[config.mk]
export PLATFORM = sky130hd
export DESIGN_NAME = fts_stack
export DESIGN_NICKNAME = d
export VERILOG_FILES = /design/src/rtl/fts_pkg.sv /design/src/rtl/fts_slot.sv /design/src/rtl/fts_flow.sv /design/src/rtl/fts_stack.sv
export SDC_FILE = /design/constraint.sdc
export NUM_CORES = 1
export LEC_CHECK = 0
export ABC_AREA = 1
export BUFFER_PORTS_ARGS = -buffer_cell sky130_fd_sc_hd__clkbuf_2
export CORE_MARGIN = 2
export CORE_UTILIZATION = 50
export DETAILED_ROUTE_END_ITERATION = 16
export GPL_TIMING_DRIVEN = 0
export PLACE_DENSITY_LB_ADDON = 0.12
export SYNTH_ARGS = -nofsm -noshare
export SYNTH_HDL_FRONTEND = slang
export SYNTH_SLANG_ARGS = --single-unit
[constraint.sdc]
create_clock -name clk -period 1.6 [get_ports clk]
set_input_delay 0.24 -clock clk [delete_from_list [all_inputs] [get_ports clk]]
set_output_delay 0.24 -clock clk [all_outputs]
set_load 0.05 [all_outputs]
[src/rtl/fts_pkg.sv]
package fts_pkg;

   localparam int FTS_DEPTH_DEF = 14;
   localparam int FTS_WIDTH_DEF = 4;

   // per-location move controls produced by the flow logic
   typedef struct packed {
      logic fill;   // a word arrives into this location on this edge
      logic drain;  // the word here leaves on this edge
   } slot_ctl_t;

endpackage

[src/rtl/fts_slot.sv]
module fts_slot
   import fts_pkg::*;
#(
   parameter int WIDTH = FTS_WIDTH_DEF
) (
   input  logic             clk,
   input  logic             rst_n,
   input  slot_ctl_t        ctl,
   input  logic [WIDTH-1:0] din,
   output logic             occ,
   output logic [WIDTH-1:0] dout
);

   // occupancy is the only state touched by reset
   always_ff @(posedge clk or negedge rst_n) begin
      if (!rst_n) begin
         occ <= 1'b0;
      end else if (ctl.fill) begin
         occ <= 1'b1;
      end else if (ctl.drain) begin
         occ <= 1'b0;
      end
   end

   // storage keeps its word across reset
   always_ff @(posedge clk) begin
      if (ctl.fill) begin
         dout <= din;
      end
   end

   // a word may only arrive into a free or freeing location
   a_r3_fill_has_room: assert property (@(posedge clk) disable iff (!rst_n)
      ctl.fill |-> (!occ || ctl.drain));

   // a drained location is empty afterwards unless refilled
   a_r3_drain_empties: assert property (@(posedge clk) disable iff (!rst_n)
      (ctl.drain && !ctl.fill) |=> !occ);

endmodule

[src/rtl/fts_flow.sv]
module fts_flow
   import fts_pkg::*;
#(
   parameter int DEPTH = FTS_DEPTH_DEF
) (
   input  logic             clk,
   input  logic             rst_n,
   input  logic [DEPTH-1:0] occ,
   input  logic             wr_req,
   input  logic             take,
   output slot_ctl_t        ctl [DEPTH],
   output logic             wr_acc,
   output logic             take_acc
);

   localparam int LAST = DEPTH - 1;

   logic [DEPTH-1:0] drain;
   logic [DEPTH-1:0] fill;

   // bottom leaves only on request; every other location leaves when the
   // one below is free now or is freed on this same edge
   assign drain[LAST] = occ[LAST] & take;

   for (genvar i = 0; i < LAST; i++) begin : g_ripple
      assign drain[i] = occ[i] & (~occ[i+1] | drain[i+1]);
   end

   assign fill[0] = wr_req & ~occ[0];

   for (genvar i = 1; i < DEPTH; i++) begin : g_fill
      assign fill[i] = drain[i-1];
   end

   for (genvar i = 0; i < DEPTH; i++) begin : g_ctl
      assign ctl[i].fill  = fill[i];
      assign ctl[i].drain = drain[i];
   end

   assign wr_acc   = fill[0];
   assign take_acc = drain[LAST];

   // a full column with no take never accepts a write
   a_r4_full_refuses: assert property (@(posedge clk) disable iff (!rst_n)
      (&occ && !take) |-> !wr_acc);

   // a take on an empty bottom removes nothing
   a_r5_take_empty_noop: assert property (@(posedge clk) disable iff (!rst_n)
      (!occ[LAST]) |-> !take_acc);

endmodule

[src/rtl/fts_stack.sv]
module fts_stack
   import fts_pkg::*;
#(
   parameter int DEPTH = FTS_DEPTH_DEF,
   parameter int WIDTH = FTS_WIDTH_DEF
) (
   input  logic             clk,
   input  logic             rst_n,
   input  logic             wr_en,
   input  logic [WIDTH-1:0] wr_data,
   output logic             top_empty,
   output logic             bot_valid,
   output logic [WIDTH-1:0] bot_data,
   input  logic             take
);

   localparam int LAST = DEPTH - 1;

   if (DEPTH < 2) begin : g_bad_depth
      $error("fts_stack: DEPTH must be at least 2");
   end
   if (WIDTH < 1) begin : g_bad_width
      $error("fts_stack: WIDTH must be at least 1");
   end

   logic [DEPTH-1:0] occ;
   slot_ctl_t        ctl     [DEPTH];
   logic [WIDTH-1:0] slot_in [DEPTH];
   logic [WIDTH-1:0] slot_q  [DEPTH];
   logic             wr_acc;
   logic             take_acc;

   fts_flow #(.DEPTH(DEPTH)) u_flow (
      .clk      (clk),
      .rst_n    (rst_n),
      .occ      (occ),
      .wr_req   (wr_en),
      .take     (take),
      .ctl      (ctl),
      .wr_acc   (wr_acc),
      .take_acc (take_acc)
   );

   for (genvar i = 0; i < DEPTH; i++) begin : g_slot
      if (i == 0) begin : g_head
         assign slot_in[i] = wr_data;
      end else begin : g_body
         assign slot_in[i] = slot_q[i-1];
      end

      fts_slot #(.WIDTH(WIDTH)) u_slot (
         .clk  (clk),
         .rst_n(rst_n),
         .ctl  (ctl[i]),
         .din  (slot_in[i]),
         .occ  (occ[i]),
         .dout (slot_q[i])
      );
   end

   assign top_empty = ~occ[0];
   assign bot_valid = occ[LAST];
   assign bot_data  = slot_q[LAST];

   // an accepted write makes the top busy on the next cycle
   a_r2_top_busy_after_write: assert property (@(posedge clk) disable iff (!rst_n)
      (wr_en && top_empty) |=> !top_empty);

   // the bottom word is held until taken
   a_r5_bottom_holds: assert property (@(posedge clk) disable iff (!rst_n)
      (bot_valid && !take) |=> (bot_valid && $stable(bot_data)));

   // occupancy is conserved across writes and takes
   a_r8_count_conserved: assert property (@(posedge clk) disable iff (!rst_n)
      $past(rst_n) |-> ($countones(occ) ==
         $countones($past(occ)) + int'($past(wr_acc)) - int'($past(take_acc))));

   // a word moving down carries its value unchanged
   for (genvar i = 0; i < LAST; i++) begin : g_chk_move
      a_r1_word_carried: assert property (@(posedge clk) disable iff (!rst_n)
         ctl[i].drain |=> (slot_q[i+1] == $past(slot_q[i])));
   end

endmodule

==> metrics.yaml, run 1 <==
synthesis.nets: 141
rsz0062_at_grt: "true"
syn_to_final_growth_pct: 19.42
dp_hpwl_um: 2020
grt_pass1_wl_um: 4899
skew_ns: 0.007230
ctsHtreeMaxLevel: 3
cts.sinks: 70
layout_common_cells: "56 x edfxtp_1, 18 x inv_1, 15 x nand2_1"
seq_area_frac_synth_pct: 85.93
layout.cells.non_filler: 223
cts_tree: "built"
initial_core_util_pct: 51.08
gp_congestion: 0.7087
netlist_area_sq_um: 2365
worstPathRequired_ns: 1.58
io_buffers: 13
slowest_delay_ns: 0.43
yosysWarnings: 0
fmax_mhz: 630.6
die_h_um: 72.77
via_per_inst: 4.830
core-area_sq_um: 4629
wl_um: 3086
die_area_sq_um: 5295
cp-end-kind: "flop"
maxCapViolCount: 0
cp_data_arrival_time_ns: 1.57
finalSetupViolations: 0
grt_pass1_vias: 1040
intPower_w: 0.003442
power_w: 0.004568
drtPass1Iterations: 4
remaining_drc_errors: 0
final_common_cell: "edfxtp_1"
period_minus_slack_ns: 1.586
avgSynthCellArea_sq_um: 17.78
netSwitchingPower_w: 0.001126
grt_max_degree: 15
finish.net_count: 172
pin_count: 14
crit_chain: "nand3_4, nor2_4, buf_4, inv_1, nor2_1, a21oi_1"
clockBufferDepth: 2
fin_crit_sh_pct: 99.12
antenna_cells: 0
cts_buffers: 9
ys_types: 19
status: "complete, no violations"
final_area_sq_um: 2824
drv_slew: 0
antenna_left: 0
slew-limit-headroom_pct: 68.18
grt_util_all_layers_pct: 13.86
row_count: 25
critPathKind: "flop to flop"
clk_pin_slew_ns: 0.07
hold_class: "input port to flop"
hold_slack_ns: 0.07057
cp_slowest_cell: "dfrtp_2"
synth-seq-cells: 70
power_density_nw_per_um2: 1618
clkPwrFrac_pct: 36.8
post_dp_cell_area_sq_um: 2510
drive_gt1_share_pct: 30.77
vias: 1077
detail_route.wl_per_cell_um: 13.84
hold_viol: 0
synthCells: 133
antenna_found_initial: 0
cp-start-kind: "flop"
drt-initial-drc-count: 80
cp_max_fo: 4
placed_cells: 200
cts-root-buf: "clkbuf_8"
power_frac_seq_pct: 52.7
power_leakage_nw: 1.121
tightestPinTransition_ns: 0.4772
comb_power_share_pct: 10.5
peakVddDrop_mv: 0.7349
switching_share_pct: 24.64
clock_latency_ns: 0.34
post-route-util_pct: 61.00
die_w_um: 72.77
grt-ovfl-total: 0
==> cells in the mapped netlist <==
master	number	share of area [%]
clkinv_1	1	0.16
or2_1	1	0.26
nor2_4	4	1.9
inv_2	1	0.16
edfxtp_1	56	71
nand4_2	1	0.53
nand3_4	1	0.74
o21bai_1	1	0.32
nand4_4	1	0.90
dfrtp_1	14	15
nand3_2	1	0.42
o21ai_1	3	0.63
inv_1	20	3.2
o21ai_0	1	0.21
nor2_1	6	0.95
nand3_1	1	0.21
nand2_2	1	0.26
nand2_1	15	2.4
a21oi_1	4	0.85
==> registers in the layout, indices dropped and copies added, names as in the netlist <==
signal and count:
g_slot.u_slot.occ 14, g_slot.u_slot.dout 56
==> what timing repair did <==
action,in CTS,in global routing
endpoints found under the hold margin,14,0
resized for setup,3,2
hold buffers,1,0
pin swaps,1,0
setup endpoints to repair,12,22
setup buffers,5,1
==> metrics by stage <==
stage | setup TNS, ns | setup WS (ns)
after floorplan | -1.559 | -0.1620
after global placement | -0.5243 | -0.06801
after detailed placement | -1.176 | -0.1235
after CTS | 0 | 0.004886
after global routing | -1.597 | -0.1258
final | 0 | 0.01413
==> power by group through the flow <==
stage | combinational [W] | sequential, W | clock (W)
finish | 0.000480 | 0.00241 | 0.00168
global route | 0.000524 | 0.00243 | 0.00179
CTS | 0.000478 | 0.00241 | 0.00174
detailed placement | 0.000453 | 0.00244 | 0
global placement | 0.000440 | 0.00243 | 0
floorplan | 0.000194 | 0.00257 | 0
==> critical path: cells and delay by family (launching register included) <==
kind	cells	cell delay [ns]
AOI/OAI and AO/OA	1	0.39
and+or+nand+nor	3	0.22
buffers and inverters	2	0.19
DFF	1	0.43
==> per-layer routing <==
metal	wire, um	track usage [%]	share of wire [%]	vias up
met5	0	0	0	-
li1	-	-	-	521
met1	1416	16.71	46	522
met2	1435	20.40	47	26
met3	168	6.630	5.4	8
met4	66	8.025	2.1	0
==> worst paths after layout <==
path	slack (ns)	cells after the start	to	from
max	0.01	6	g_slot[9].u_slot.dout[1]$_DFFE_PP_	g_slot[13].u_slot.occ$_DFFE_PN0P_
min	0.07	1	g_slot[0].u_slot.dout[2]$_DFFE_PP_	wr_data[2]
max reg2reg	0.01	6	g_slot[9].u_slot.dout[1]$_DFFE_PP_	g_slot[13].u_slot.occ$_DFFE_PN0P_
min reg2reg	0.42	0	g_slot[12].u_slot.dout[3]$_DFFE_PP_	g_slot[11].u_slot.dout[3]$_DFFE_PP_
max in group asynchronous	0.98	2	g_slot[13].u_slot.occ$_DFFE_PN0P_	rst_n
min in group asynchronous	0.34	2	g_slot[11].u_slot.occ$_DFFE_PN0P_	rst_n
==> kinds of logic after synthesis <==
group	synth area share, %
flops	85.93
simple gates	8.571
buf+inv	3.492
compound gates	2.010
==> cell type report <==
type | instances | area [sq um]
sequential | 70 | 2033
multi-input combinational | 41 | 275.3
inverter | 22 | 83.83
tap | 54 | 67.56
clock inverter | 7 | 120.1
fill | 341 | 1805
clock buffer | 9 | 123.9
timing repair buffer | 20 | 120.1
Power figures use the tool's default switching activity.
==> inputs of run 2 (changes only) <==
Settings changed: CORE_UTILIZATION 50 to 45.
==> metrics.yaml, run 2 (same netlist as run 1, synthesis figures left out) <==
status: "complete, no violations"  # unchanged
hold_class: "input port to flop"  # unchanged
cts_buffers: 9  # unchanged
hold_viol: 0  # unchanged
final_common_cell: "edfxtp_1"  # unchanged
drive_gt1_share_pct: 27.81  # was 30.77%
detail_route.wl_per_cell_um: 12.51  # was 13.84 um
r2r-start: "g_slot[12].u_slot.occ$_DFFE_PN0P_"  # was g_slot[13].u_slot.occ$_DFFE_PN0P_
tightestPinTransition_ns: 0.4335  # was 0.4772 ns
power_leakage_nw: 1.132  # was 1.121 nW
wl_um: 2989  # was 3086 um
slew-limit-headroom_pct: 71.10  # was 68.18%
rr_endpoint: "g_slot[1].u_slot.dout[2]$_DFFE_PP_"  # was g_slot[9].u_slot.dout[1]$_DFFE_PP_
largest_register_ffs: 56  # unchanged
peakVddDrop_mv: 0.8519  # was 0.7349 mV
maxCapViolCount: 0  # unchanged
nFillCells: 417  # was 341
layout.cells.non_filler: 239  # was 223
die_w_um: 76.49  # was 72.77 um
dp_hpwl_um: 2045  # was 2020 um
die_h_um: 76.49  # was 72.77 um
grt_pass1_wl_um: 5030  # was 4899 um
grt_max_degree: 15  # unchanged
top_regs: "g_slot.u_slot.dout x56, g_slot.u_slot.occ x14"  # unchanged
power_density_nw_per_um2: 1600  # was 1618 nW/um^2
r2r_slack_ns: 0.02  # was 0.01 ns
core-area_sq_um: 5075  # was 4629 sq um
syn_to_final_growth_pct: 20.11  # was 19.42%
antenna_cells: 0  # unchanged
clock_latency_ns: 0.33  # was 0.34 ns
initial_core_util_pct: 46.60  # was 51.08%
pin_count: 14  # unchanged
skew_ns: 0.009476  # was 0.007230 ns
cts_tree: "built"  # unchanged
via_per_inst: 4.397  # was 4.830
row_count: 26  # was 25
placed_cells: 216  # was 200
vias: 1051  # was 1077
clockBufferDepth: 2  # unchanged
grt-ovfl-total: 0  # unchanged
rsz0062_at_grt: "true"  # unchanged
drv_slew: 0  # unchanged
dp_slack_ns: -0.09486  # was -0.1235 ns
layout_common_cells: "56 x edfxtp_1, 19 x inv_1, 15 x nand2_1"  # was 56 x edfxtp_1, 18 x inv_1, 15 x nand2_1
largest-register: "g_slot.u_slot.dout"  # unchanged
drtPass1Iterations: 4  # unchanged
io_buffers: 13  # unchanged
critPathKind: "flop to flop"  # unchanged
gp_congestion: 0.7344  # was 0.7087
setup_ws_ns: 0.01925  # was 0.01413 ns
worstHoldPathCells: 1  # unchanged
finalSetupViolations: 0  # unchanged
remaining_drc_errors: 0  # unchanged
antenna_found_initial: 0  # unchanged
drt-initial-drc-count: 41  # was 80
antenna_left: 0  # unchanged
cp_data_arrival_time_ns: 1.67  # was 1.57 ns
cp_max_fo: 4  # unchanged
cts.sinks: 70  # unchanged
clk_pin_slew_ns: 0.07  # about the same
hold_end: "g_slot[0].u_slot.dout[0]$_DFFE_PP_"  # was g_slot[0].u_slot.dout[2]$_DFFE_PP_
fmax_mhz: 632.6  # was 630.6 MHz
grt_pass1_vias: 1096  # was 1040
cp-start-kind: "flop"  # unchanged
finish.net_count: 172  # unchanged
ctsHtreeMaxLevel: 3  # unchanged
cp-end-kind: "flop"  # unchanged
grt_util_all_layers_pct: 12.11  # was 13.86%
die_area_sq_um: 5851  # was 5295 sq um
r2r_cells: 9  # was 6
cts-root-buf: "clkbuf_8"  # unchanged
min-delay-start: "wr_data[0]"  # was wr_data[2]
worstPathRequired_ns: 1.69  # was 1.58 ns
fin_crit_sh_pct: 98.80  # was 99.12%
period_minus_slack_ns: 1.581  # was 1.586 ns
## run 2: how the worst max path moves through the flow
stage / startpoint / endpoint / slack (ns)
after floorplan: g_slot[13].u_slot.occ$_DFFE_PN0P_ / g_slot[1].u_slot.dout[0]$_DFFE_PP_ / -0.16
after global placement: take / g_slot[2].u_slot.dout[3]$_DFFE_PP_ / -0.06
after detailed placement: take / g_slot[2].u_slot.dout[1]$_DFFE_PP_ / -0.09
after CTS: g_slot[12].u_slot.occ$_DFFE_PN0P_ / g_slot[2].u_slot.dout[1]$_DFFE_PP_ / -0.003
after global routing: g_slot[12].u_slot.occ$_DFFE_PN0P_ / g_slot[1].u_slot.dout[2]$_DFFE_PP_ / -0.08
final: g_slot[12].u_slot.occ$_DFFE_PN0P_ / g_slot[1].u_slot.dout[2]$_DFFE_PP_ / 0.02
## run 2: area by class of cell
class	instances	area, sq um	share of cell area, %
clock buffer	11	141.4	4.978
tap	70	87.58	3.084
sequential	70	2033	71.59
multi-input combinational	41	276.5	9.736
timing repair buffer	20	120.1	4.229
clock inverter	5	97.59	3.436
inverter	22	83.83	2.952
## run 2: power by group
group,internal [W],total (W),leakage (nW),switching (W)
combinational,0.000120,0.000487,0.310,0.000366
sequential,0.00229,0.00241,0.703,0.000117
clock,0.00107,0.00165,0.119,0.000583
## run 2: timing repair
item                                    in CTS  in global routing
resized for setup                            1                  3
endpoints found under the setup margin      12                 12
cloned                                       0                  0
hold endpoints to repair                    14                  0
hold buffers                                 1                  0
setup buffers                                3                  3
pin swaps                                    1                  0
## run 2: through the flow
stage	area (sq um)	TNS, ns	util, %	total power, W	hold WS (ns)
after floorplan	2377	-1.559	-	0.002761	-0.05559
after global placement	2530	-0.5021	49.85	0.002880	0.1567
after detailed placement	2530	-0.8249	49.85	0.002900	0.1686
after CTS	2803	-0.01095	55.23	0.004578	0.06375
after global routing	2840	-0.6475	55.97	0.004740	0.05821
final	2840	0	55.97	0.004545	0.08103
## run 2: per-layer routing
layer,vias up,part of all wire [%],GRT usage [%]
met5,-,0,0
met4,0,2.0,6.545
met3,8,5.6,6.635
met2,22,53,20.18
met1,504,39,12.03
li1,517,-,-
## run 2: worst max-delay path: stages (launching register included)
cell and delay (ns):
dfrtp_1 0.39, nand3_4 0.10, nor2_4 0.12, nand4_4 0.10, nor2_4 0.13, nand2_4 0.07
nor2_4 0.11, nand3_4 0.10, nor2_4 0.13, a21oi_4 0.09
==> inputs of run 3 (changes only) <==
Settings changed: CAP_MARGIN set to 20, CORE_UTILIZATION 45 to 52, MAX_ROUTING_LAYER set to met4.
==> metrics.yaml, run 3 (same netlist as run 1, synthesis figures left out) <==
status: "finished, violations left"  # was complete, no violations
violations: "negative setup slack"
gp_congestion: 0.7570  # was 0.7344
largest_register_ffs: 56  # unchanged
setup_ws_ns: -0.01149  # was 0.01925 ns
cp-start-kind: "flop"  # unchanged
grt_max_degree: 15  # unchanged
slew-limit-headroom_pct: 67.76  # was 71.10%
intPower_w: 0.003300  # was 0.003479 W
drtPass1Iterations: 4  # unchanged
drv_slew: 0  # unchanged
power_leakage_nw: 1.132  # about the same
cp_max_fo: 4  # unchanged
dp_hpwl_um: 2057  # was 2045 um
die_area_sq_um: 5103  # was 5851 sq um
clk_pin_slew_ns: 0.07  # about the same
rr_endpoint: "g_slot[1].u_slot.dout[1]$_DFFE_PP_"  # was g_slot[1].u_slot.dout[2]$_DFFE_PP_
core-area_sq_um: 4354  # was 5075 sq um
remaining_drc_errors: 0  # unchanged
fin_crit_sh_pct: 100.7  # was 98.80%
grt_pass1_vias: 1108  # was 1096
r2r-start: "g_slot[12].u_slot.occ$_DFFE_PN0P_"  # unchanged
clock_latency_ns: 0.34  # was 0.33 ns
cp_data_arrival_time_ns: 1.71  # was 1.67 ns
seq_area_sq_um: 2033  # unchanged
antenna_found_initial: 0  # unchanged
switching_share_pct: 25.57  # was 23.45%
cts_tree: "built"  # unchanged
finalSetupTns_ns: -0.06250  # was 0 ns
peakVddDrop_mv: 0.7959  # was 0.8519 mV
antenna_cells: 0  # unchanged
worstPathRequired_ns: 1.70  # was 1.69 ns
clkPwrFrac_pct: 34.4  # was 36.3%
drive_gt1_share_pct: 33.14  # was 27.81%
clockBufferDepth: 2  # unchanged
wl_um: 3107  # was 2989 um
finalSetupViolations: 8  # was 0
period_minus_slack_ns: 1.611  # was 1.581 ns
power_density_nw_per_um2: 1565  # was 1600 nW/um^2
rsz0062_at_grt: "true"  # unchanged
fmax_mhz: 620.5  # was 632.6 MHz
r2r_cells: 9  # unchanged
die_w_um: 71.44  # was 76.49 um
top_regs: "g_slot.u_slot.dout x56, g_slot.u_slot.occ x14"  # unchanged
netSwitchingPower_w: 0.001134  # was 0.001066 W
skew_ns: 0.004330  # was 0.009476 ns
antenna_left: 0  # unchanged
io_buffers: 13  # unchanged
pin_count: 14  # unchanged
drt-initial-drc-count: 35  # was 41
crit_start: "g_slot[12].u_slot.occ$_DFFE_PN0P_"  # unchanged
ctsHtreeMaxLevel: 3  # unchanged
power_frac_seq_pct: 54.2  # was 53.0%
hold_slack_ns: 0.07312  # was 0.08103 ns
grt_util_all_layers_pct: 14.87  # was 12.11%
crit_end: "g_slot[1].u_slot.dout[1]$_DFFE_PP_"  # was g_slot[1].u_slot.dout[2]$_DFFE_PP_
grt_pass1_wl_um: 5043  # was 5030 um
initial_core_util_pct: 54.31  # was 46.60%
r2r_slack_ns: -0.01  # was 0.02 ns
syn_to_final_growth_pct: 19.84  # was 20.11%
via_per_inst: 4.795  # was 4.397
hold_viol: 0  # unchanged
grt-ovfl-total: 0  # unchanged
final_common_cell: "edfxtp_1"  # unchanged
hold_class: "input port to flop"  # unchanged
row_count: 24  # was 26
critPathKind: "flop to flop"  # unchanged
dp_slack_ns: -0.1311  # was -0.09486 ns
finish.net_count: 175  # was 172
detail_route.wl_per_cell_um: 13.87  # was 12.51 um
cts.sinks: 70  # unchanged
comb_power_share_pct: 11.4  # was 10.7%
cts-root-buf: "clkbuf_8"  # unchanged
cp-end-kind: "flop"  # unchanged
maxCapViolCount: 0  # unchanged
layout_common_cells: "56 x edfxtp_1, 18 x inv_1, 15 x nand2_1"  # was 56 x edfxtp_1, 19 x inv_1, 15 x nand2_1
nFillCells: 300  # was 417
cts_buffers: 9  # unchanged
die_h_um: 71.44  # was 76.49 um
vias: 1074  # was 1051
multi_input_area_sq_um: 286.5  # was 276.5 sq um
tightestPinTransition_ns: 0.4836  # was 0.4335 ns
largest-register: "g_slot.u_slot.dout"  # unchanged
## run 3: layer usage
metal	global-route usage, %	wire (um)	up-vias
met5	-	0	-
met4	8.176	68	0
met3	8.017	148	7
met2	21.60	1487	23
met1	16.39	1402	518
li1	-	-	526
## run 3: layout make-up
class	instances	share of cell area [%]
multi-input cells	41	10.11
clock inverters	7	3.488
well taps	52	2.296
clock buffers	9	4.371
flip-flops and latches	70	71.74
inverters	22	2.958
repair buffers	23	5.033
## run 3: worst min path at each step
stage / from / to / slack [ns] / depth (start not counted)
finish: wr_data[0] / g_slot[0].u_slot.dout[0]$_DFFE_PP_ / 0.07 / 1
global route: wr_data[0] / g_slot[0].u_slot.dout[0]$_DFFE_PP_ / 0.05 / 1
CTS: wr_data[3] / g_slot[0].u_slot.dout[3]$_DFFE_PP_ / 0.05 / 1
detailed placement: rst_n / g_slot[11].u_slot.occ$_DFFE_PN0P_ / 0.16 / 1
global placement: rst_n / g_slot[11].u_slot.occ$_DFFE_PN0P_ / 0.16 / 1
floorplan: rst_n / g_slot[0].u_slot.occ$_DFFE_PN0P_ / -0.06 / 0
## run 3: timing repair
| action | CTS | global route |
|---|---|---|
| endpoints found under the hold margin | 14 | 0 |
| pin swaps | 2 | 1 |
| hold buffers | 1 | 0 |
| resized for setup | 4 | 4 |
| setup buffers | 6 | 3 |
| setup endpoints to repair | 12 | 27 |
## run 3: power groups by stage
stage          clock (W)  sequential, W  combinational, W
5_1_grt          0.00164        0.00243          0.000546
4_1_cts          0.00158        0.00241          0.000478
3_5_place_dp           0        0.00244          0.000452
6_report         0.00152        0.00240          0.000505
3_3_place_gp           0        0.00243          0.000437
2_1_floorplan          0        0.00257          0.000194
## run 3: metrics by stage
| stage | total power [W] | area (sq um) | std cells | utilization [%] |
|---|---|---|---|---|
| floorplan | 0.002761 | 2377 | 133 | - |
| global placement | 0.002869 | 2507 | 198 | 57.59 |
| detailed placement | 0.002895 | 2507 | 198 | 57.59 |
| CTS | 0.004460 | 2801 | 221 | 64.34 |
| global route | 0.004613 | 2834 | 224 | 65.09 |
| finish | 0.004434 | 2834 | 224 | 65.09 |
## run 3: critical path, cell delays in order, from the launching register on
cell	delay, ns
dfrtp_1	0.39
nand3_4	0.10
nor2_4	0.12
nand4_4	0.10
nor2_4	0.14
nand2_4	0.07
nor2_4	0.14
nand3_4	0.09
nor2_4	0.13
a21oi_4	0.08
